[src/rtl/ext_port_pkg.sv]
`timescale 1ns/1ps
package ext_port_pkg;

    typedef enum logic [1:0] {
        SPC_PROG  = 2'd0,
        SPC_XDATA = 2'd1,
        SPC_YDATA = 2'd2,
        SPC_VECT  = 2'd3
    } space_e;

    typedef enum logic [2:0] {
        ST_IDLE,
        ST_STROBE,
        ST_WAIT,
        ST_FINISH,
        ST_RELEASED,
        ST_RECLAIM
    } state_e;

    // {ps_n, ds_n, xy_sel}
    typedef logic [2:0] sel_t;

    localparam sel_t SEL_IDLE = 3'b111;
    localparam sel_t SEL_X    = 3'b101;
    localparam sel_t SEL_Y    = 3'b100;
    localparam sel_t SEL_PROG = 3'b011;
    localparam sel_t SEL_VECT = 3'b010;

    function automatic sel_t space_sel(input space_e spc, input logic dev);
        sel_t s;
        unique case (spc)
            SPC_PROG:  s = SEL_PROG;
            SPC_XDATA: s = SEL_X;
            SPC_YDATA: s = SEL_Y;
            SPC_VECT:  s = dev ? SEL_VECT : SEL_PROG;
            default:   s = SEL_PROG;
        endcase
        return s;
    endfunction

endpackage

[src/rtl/ext_port_sync.sv]
`timescale 1ns/1ps
module ext_port_sync #(
    parameter int WIDTH = 2,
    parameter logic [WIDTH-1:0] RST_VAL = '0
) (
    input  logic             clk,
    input  logic             rst_n,
    input  logic [WIDTH-1:0] d,
    output logic [WIDTH-1:0] q
);
    logic [WIDTH-1:0] meta_q;
    logic [WIDTH-1:0] stable_q;

    always_ff @(posedge clk or negedge rst_n) begin
        if (!rst_n) begin
            meta_q   <= RST_VAL;
            stable_q <= RST_VAL;
        end else begin
            meta_q   <= d;
            stable_q <= meta_q;
        end
    end

    assign q = stable_q;
endmodule

[src/rtl/ext_port_seq.sv]
`timescale 1ns/1ps
module ext_port_seq
    import ext_port_pkg::*;
#(
    parameter int AW = 16,
    parameter int DW = 24
) (
    input  logic          clk,
    input  logic          rst_n,
    input  logic          core_req,
    input  logic [1:0]    core_space,
    input  logic          core_wr,
    input  logic [AW-1:0] core_addr,
    input  logic [DW-1:0] core_wdata,
    input  logic          core_at_boundary,
    input  logic          dev_mode,
    input  logic          bus_req,
    input  logic          wait_req,
    input  logic [DW-1:0] data_i,
    output state_e        state,
    output sel_t          sel_q,
    output logic          wr_q,
    output logic [AW-1:0] addr_q,
    output logic [DW-1:0] wdata_q,
    output logic [DW-1:0] rdata_q
);
    state_e state_q, state_d;
    logic   start;

    // State register
    always_ff @(posedge clk or negedge rst_n) begin
        if (!rst_n) state_q <= ST_IDLE;
        else        state_q <= state_d;
    end

    // Next state
    always_comb begin
        state_d = state_q;
        start   = 1'b0;
        unique case (state_q)
            ST_IDLE: begin
                if (bus_req && core_at_boundary) begin
                    state_d = ST_RELEASED;
                end else if (core_req) begin
                    state_d = ST_STROBE;
                    start   = 1'b1;
                end
            end
            ST_STROBE, ST_WAIT: state_d = wait_req ? ST_WAIT : ST_FINISH;
            ST_FINISH:          state_d = ST_IDLE;
            ST_RELEASED:        if (!bus_req) state_d = ST_RECLAIM;
            ST_RECLAIM:         state_d = ST_IDLE;
            default:            state_d = ST_IDLE;
        endcase
    end

    // Access datapath
    always_ff @(posedge clk or negedge rst_n) begin
        if (!rst_n) begin
            sel_q   <= SEL_IDLE;
            wr_q    <= 1'b0;
            addr_q  <= '0;
            wdata_q <= '0;
            rdata_q <= '0;
        end else begin
            if (start) begin
                sel_q   <= space_sel(space_e'(core_space), dev_mode);
                wr_q    <= core_wr;
                addr_q  <= core_addr;
                wdata_q <= core_wdata;
            end
            if (state_q == ST_FINISH && !wr_q) rdata_q <= data_i;
        end
    end

    assign state = state_q;

    // address register only moves when leaving idle
    a_r3_addr_hold: assert property (@(posedge clk) disable iff (!rst_n)
        (state_q != ST_IDLE) |=> $stable(addr_q));

    // release only from idle at an instruction boundary
    a_r4_release_at_boundary: assert property (@(posedge clk) disable iff (!rst_n)
        $rose(state_q == ST_RELEASED) |-> ($past(core_at_boundary) && $past(state_q) == ST_IDLE));
endmodule

[src/rtl/ext_port_drive.sv]
`timescale 1ns/1ps
module ext_port_drive
    import ext_port_pkg::*;
(
    input  logic   clk,
    input  logic   rst_n,
    input  state_e state,
    input  sel_t   sel_q,
    input  logic   wr_q,
    output logic   ps_n,
    output logic   ds_n,
    output logic   xy_sel,
    output logic   rd_n,
    output logic   wr_n,
    output logic   bs_n,
    output logic   ctl_oe,
    output logic   addr_oe,
    output logic   data_oe,
    output logic   bg_n,
    output logic   core_ack
);
    sel_t sel;
    logic own;

    always_comb begin
        sel      = SEL_IDLE;
        rd_n     = 1'b1;
        wr_n     = 1'b1;
        bs_n     = 1'b1;
        own      = 1'b1;
        data_oe  = 1'b0;
        bg_n     = 1'b1;
        core_ack = 1'b0;
        unique case (state)
            ST_IDLE: ;
            ST_STROBE, ST_WAIT: begin
                sel     = sel_q;
                rd_n    = wr_q;
                wr_n    = ~wr_q;
                bs_n    = 1'b0;
                data_oe = wr_q;
            end
            ST_FINISH: begin
                sel      = sel_q;
                rd_n     = wr_q;
                wr_n     = ~wr_q;
                data_oe  = wr_q;
                core_ack = 1'b1;
            end
            ST_RELEASED: begin
                own  = 1'b0;
                bg_n = 1'b0;
            end
            ST_RECLAIM: own = 1'b0;
            default: ;
        endcase
        if (!rst_n) begin
            own     = 1'b0;
            data_oe = 1'b0;
            bs_n    = 1'b1;
            bg_n    = 1'b1;
        end
        {ps_n, ds_n, xy_sel} = sel;
        ctl_oe  = own;
        addr_oe = own;
    end

    // reserved select codes never driven
    a_r1_no_reserved: assert property (@(posedge clk) disable iff (!rst_n)
        ctl_oe |-> (!(!ps_n && !ds_n) && !(ps_n && ds_n && !xy_sel)));

    // strobes mutually exclusive
    a_r10_rw_exclusive: assert property (@(posedge clk) disable iff (!rst_n)
        !(!rd_n && !wr_n));

    // data bus driven only for a write on an owned bus
    a_r9_data_oe_write: assert property (@(posedge clk) disable iff (!rst_n)
        data_oe |-> (!wr_n && bg_n && ctl_oe));

    // granted port floats
    a_r4_grant_floats: assert property (@(posedge clk) disable iff (!rst_n)
        !bg_n |-> (!ctl_oe && !addr_oe && !data_oe));
endmodule

[src/rtl/ext_port_ctrl.sv]
`timescale 1ns/1ps
module ext_port_ctrl
    import ext_port_pkg::*;
#(
    parameter int AW = 16,
    parameter int DW = 24
) (
    input  logic          clk,
    input  logic          rst_n,
    input  logic          core_req,
    input  logic [1:0]    core_space,
    input  logic          core_wr,
    input  logic [AW-1:0] core_addr,
    input  logic [DW-1:0] core_wdata,
    input  logic          core_at_boundary,
    input  logic          dev_mode,
    output logic          core_ack,
    output logic          core_stall,
    output logic [DW-1:0] core_rdata,
    output logic [AW-1:0] addr_o,
    output logic          addr_oe,
    output logic [DW-1:0] data_o,
    input  logic [DW-1:0] data_i,
    output logic          data_oe,
    output logic          ps_n,
    output logic          ds_n,
    output logic          xy_sel,
    output logic          rd_n,
    output logic          wr_n,
    output logic          bs_n,
    output logic          ctl_oe,
    input  logic          br_n,
    output logic          bg_n,
    input  logic          wait_n,
    output logic          bn_n
);
    localparam int SYNC_W = 2;

    logic [SYNC_W-1:0] async_in;
    logic [SYNC_W-1:0] sync_out;
    logic              bus_req_s;
    logic              wait_s;
    state_e            state;
    sel_t              sel_q;
    logic              wr_q;

    assign async_in  = {~br_n, ~wait_n};
    assign bus_req_s = sync_out[1];
    assign wait_s    = sync_out[0];

    ext_port_sync #(.WIDTH(SYNC_W), .RST_VAL('0)) sync_i (
        .clk   (clk),
        .rst_n (rst_n),
        .d     (async_in),
        .q     (sync_out)
    );

    ext_port_seq #(.AW(AW), .DW(DW)) seq_i (
        .clk              (clk),
        .rst_n            (rst_n),
        .core_req         (core_req),
        .core_space       (core_space),
        .core_wr          (core_wr),
        .core_addr        (core_addr),
        .core_wdata       (core_wdata),
        .core_at_boundary (core_at_boundary),
        .dev_mode         (dev_mode),
        .bus_req          (bus_req_s),
        .wait_req         (wait_s),
        .data_i           (data_i),
        .state            (state),
        .sel_q            (sel_q),
        .wr_q             (wr_q),
        .addr_q           (addr_o),
        .wdata_q          (data_o),
        .rdata_q          (core_rdata)
    );

    ext_port_drive drive_i (
        .clk      (clk),
        .rst_n    (rst_n),
        .state    (state),
        .sel_q    (sel_q),
        .wr_q     (wr_q),
        .ps_n     (ps_n),
        .ds_n     (ds_n),
        .xy_sel   (xy_sel),
        .rd_n     (rd_n),
        .wr_n     (wr_n),
        .bs_n     (bs_n),
        .ctl_oe   (ctl_oe),
        .addr_oe  (addr_oe),
        .data_oe  (data_oe),
        .bg_n     (bg_n),
        .core_ack (core_ack)
    );

    assign bn_n       = ~(core_req & rst_n);
    assign core_stall = core_req & ~core_ack;

    // core held while another master owns the port
    a_r6_stall_unowned: assert property (@(posedge clk) disable iff (!rst_n)
        (!bg_n && core_req) |-> (core_stall && !bn_n));

    // wait seen under the strobe extends the strobe
    a_r7_wait_extends: assert property (@(posedge clk) disable iff (!rst_n)
        (!bs_n && wait_s) |=> !bs_n);

    // grant removed while the port still floats
    a_r5_turnaround: assert property (@(posedge clk) disable iff (!rst_n)
        $rose(bg_n) |-> !ctl_oe);
endmodule

[config.mk]
export PLATFORM = sky130hd
export DESIGN_NAME = ext_port_ctrl
export DESIGN_NICKNAME = d
export VERILOG_FILES = /design/src/rtl/ext_port_pkg.sv /design/src/rtl/ext_port_sync.sv /design/src/rtl/ext_port_seq.sv /design/src/rtl/ext_port_drive.sv /design/src/rtl/ext_port_ctrl.sv
export SDC_FILE = /design/constraint.sdc
export NUM_CORES = 1
export LEC_CHECK = 0
export BUFFER_PORTS_ARGS = -buffer_cell sky130_fd_sc_hd__buf_4
export CORE_UTILIZATION = 25
export DETAILED_ROUTE_END_ITERATION = 8
export HOLD_SLACK_MARGIN = 0.08
export PLACE_DENSITY = 0.47
export SLEW_MARGIN = 20
export SYNTH_ARGS = -nofsm -noshare
export SYNTH_HDL_FRONTEND = slang
export SYNTH_SLANG_ARGS = --single-unit
export TNS_END_PERCENT = 10
[constraint.sdc]
create_clock -name clk -period 1.9 [get_ports clk]
set_input_delay 0.38 -clock clk [delete_from_list [all_inputs] [get_ports clk]]
set_output_delay 0.38 -clock clk [all_outputs]
set_load 0.03 [all_outputs]
==> run summary <==
status -> finished clean
layout cells sized above 1 -> 0.643
Warnings, synthesis -> 0
sequential share of power -> 0.304
Async SR Flop Fraction -> 1.00
Slew @ Worst Pin -> 0.786 ns
Rel. slew slack -> 0.476
final setup TNS -> 0 ns
Clock power frac -> 0.202
drt drc -> 0
Starting Density -> 0.258
Gate power share -> 0.493
drt pass-1 iters -> 3
Seq/Total Area, Yosys -> 0.603
Fin. Hold Viols -> 0
Gate Count Post-Synth -> 188
Sw Pwr -> 0.00368 W
Worst Hold Class -> in -> reg
H-Tree Depth -> 3
via count -> 2,053
Vias/cell -> 3.96
CTS tree -> yes
fin crit share -> 0.958
post-DP HPWL -> 4930 µm
Max clock buf depth -> 2
Mean Syn Cell Area -> 16.6 µm²
Int Power -> 0.00587 W
number of nets with antenna violations after routing -> 0
largest net degree at the start of global routing -> 63
# setup viols final -> 0
Placed Cells -> 500
Cell Pwr Density -> 2000 mW/mm²
required time worst endpoint -> 1.52 ns
Iteration-0 DRC Markers -> 44
Worst Setup End Kind -> primary output
Num CTS Buffers -> 9
unrepaired setup endpoints after global routing -> no
hold path depth -> 2
Synth-to-Final Area Change -> 53.3%
antenna violations before repair -> 0
global route overflow -> 0
Root Buffer -> clkbuf_16
fmax -> 550 MHz
Die Area -> 0.0129 mm²
# nets final -> 421
register clock-pin slew on the reported worst setup and hold paths -> 0.06 ns
die height -> 114 µm
Die Width -> 114 µm
crit path max fanout -> 7
Routed WL -> 6820 µm
LEAKAGE -> 2.41 nW
Non-Filler Instances -> 518
Post-synth EDFFs -> 0
core footprint -> 0.0121 mm²
WL/cell -> 13.2 µm
I/O Buffers -> 150
peak supply drop -> 923 µV
Seq cells post-synth -> 75
latest clock arrival within the worst-skew pair -> 0.33 ns
ys flop type -> dfrtp_1
ANT cells -> 0
post-layout minimum cycle time -> 1.82 ns
critical path class -> reg -> out
post-layout util -> 0.396
crit start category -> flip-flop
io pins -> 151
Max-Cap Viols -> 0
crit path DAT -> 1.44 ns
Rows -> 40
worst-case reg-to-reg path depth -> 4
first-pass GRT wire length -> 10,900 µm
# clock sinks -> 75
max-slew violation count -> 0
GRT Util Overall -> 0.111
setup ws final -> 0.0806 ns
routability cong. -> 0.763
Syn Std Cell Area -> 0.00312 mm²
syn_nets -> 264
Total Power -> 0.00956 W
number of global-route vias before repair -> 2,143
Yosys cell types -> 28
Setup WS pre-CTS -> 0.301 ns
Sw Ratio -> 0.385
Setup Skew -> 0.00592 ns
critical path, cell delays in order, from the launching register on:
cell and delay, ns:
dfrtp_2 0.47, nor2_4 0.17, nor2_1 0.10, and3_1 0.20, buf_4 0.16
timing repair:
action                                 4_1_cts  5_1_grt
setup endpoints to repair                    1        1
buffers inserted                             0        1
hold buffers                                 1        0
endpoints found under the hold margin       13        0
pin swaps                                    0        1
gates resized for setup                      1        1
power by group through the flow:
stage               logic, W  registers, W  clock network [W]
floorplan            0.00176       0.00421                  0
global placement     0.00475       0.00292                  0
detailed placement   0.00478       0.00291                  0
CTS                  0.00476       0.00292            0.00201
global route         0.00497       0.00301            0.00208
finish               0.00471       0.00291            0.00193
Yosys cell counts (all sizes together), types with 2 or more instances:
cell    instances  area share
dfrtp          72        0.58
mux2           67        0.29
buf             8       0.026
inv             7      0.0084
nand2           4      0.0048
nor2            4      0.0096
dfstp           3       0.025
or3             3      0.0060
a211oi          2      0.0048
a21oi           2      0.0032
ha              2      0.0080
nand3           2      0.0072
nor3            2      0.0032
per-layer routing:
metal | wire, µm | track usage | vias to the layer above
met5 | 0 | 0 | -
met4 | 111 | 0.0447 | 0
met3 | 523 | 0.0430 | 9
met2 | 3400 | 0.183 | 84
met1 | 2780 | 0.130 | 997
li1 | - | - | 963
placed cells by master, fill, tap and decap left out, types with 2 or more instances in the layout:
cell type,n
dfstp_2,3
buf_4,152
nor2_4,2
a211oi_1,2
clkinvlp_4,2
nand2_1,4
mux2_2,8
inv_1,7
a21oi_1,2
mux2_1,20
nor2_1,2
nor3_1,2
bufinv_16,3
ha_1,2
clkbuf_16,9
dfrtp_2,2
dfrtp_1,70
buf_12,2
or3_1,3
mux2_4,39
worst paths after layout:
kind                                  start          endpoint  slack, ns
setup / recovery             seq_i.state[1]           data_oe       0.08
hold / removal                         br_n  sync_i.meta_q[1]       0.19
setup reg to reg             seq_i.state[2]  seq_i.addr_q[10]       0.31
hold reg to reg            sync_i.meta_q[0]       sync_i.q[0]       0.35
max in group asynchronous             rst_n  seq_i.rdata_q[7]       0.87
min in group asynchronous             rst_n        seq_i.wr_q       0.29
layout make-up:
cell class	count	area [µm²]
Fill cell	1144	7280
Sequential cell	75	1880
Inverter	7	26.3
Clock inverter	6	114
Multi-Input combinational cell	97	1120
Timing Repair Buffer	155	1190
Tap cell	168	210
Clock buffer	10	229
kinds of logic after synthesis:
kind of cell / Yosys count / share of synthesized area
DFF: 75 / 0.603
xor gates and xnor gates: 1 / 0.00281
and+or+nand+nor: 19 / 0.0405
buffers and inverters: 16 / 0.0361
muxes: 68 / 0.292
adders and majority gates: 2 / 0.00803
AOI/OAI and AO/OA: 7 / 0.0169
through the flow:
stage / hold WS (ns) / area [µm²]
after floorplan: 0.0844 / 3120
after global placement: 0.267 / 4410
after detailed placement: 0.266 / 4410
final: 0.188 / 4780
after global routing: 0.175 / 4780
after CTS: 0.172 / 4770
flip-flops by register name (all words and copies together) (netlist names):
signal	cells
seq_i.addr_q	16
seq_i.rdata_q	24
seq_i.sel_q	3
seq_i.state	3
seq_i.wdata_q	24
seq_i.wr_q	1
sync_i.meta_q	2
sync_i.q	2
Note: power is estimated with default switching activity, not from simulation.
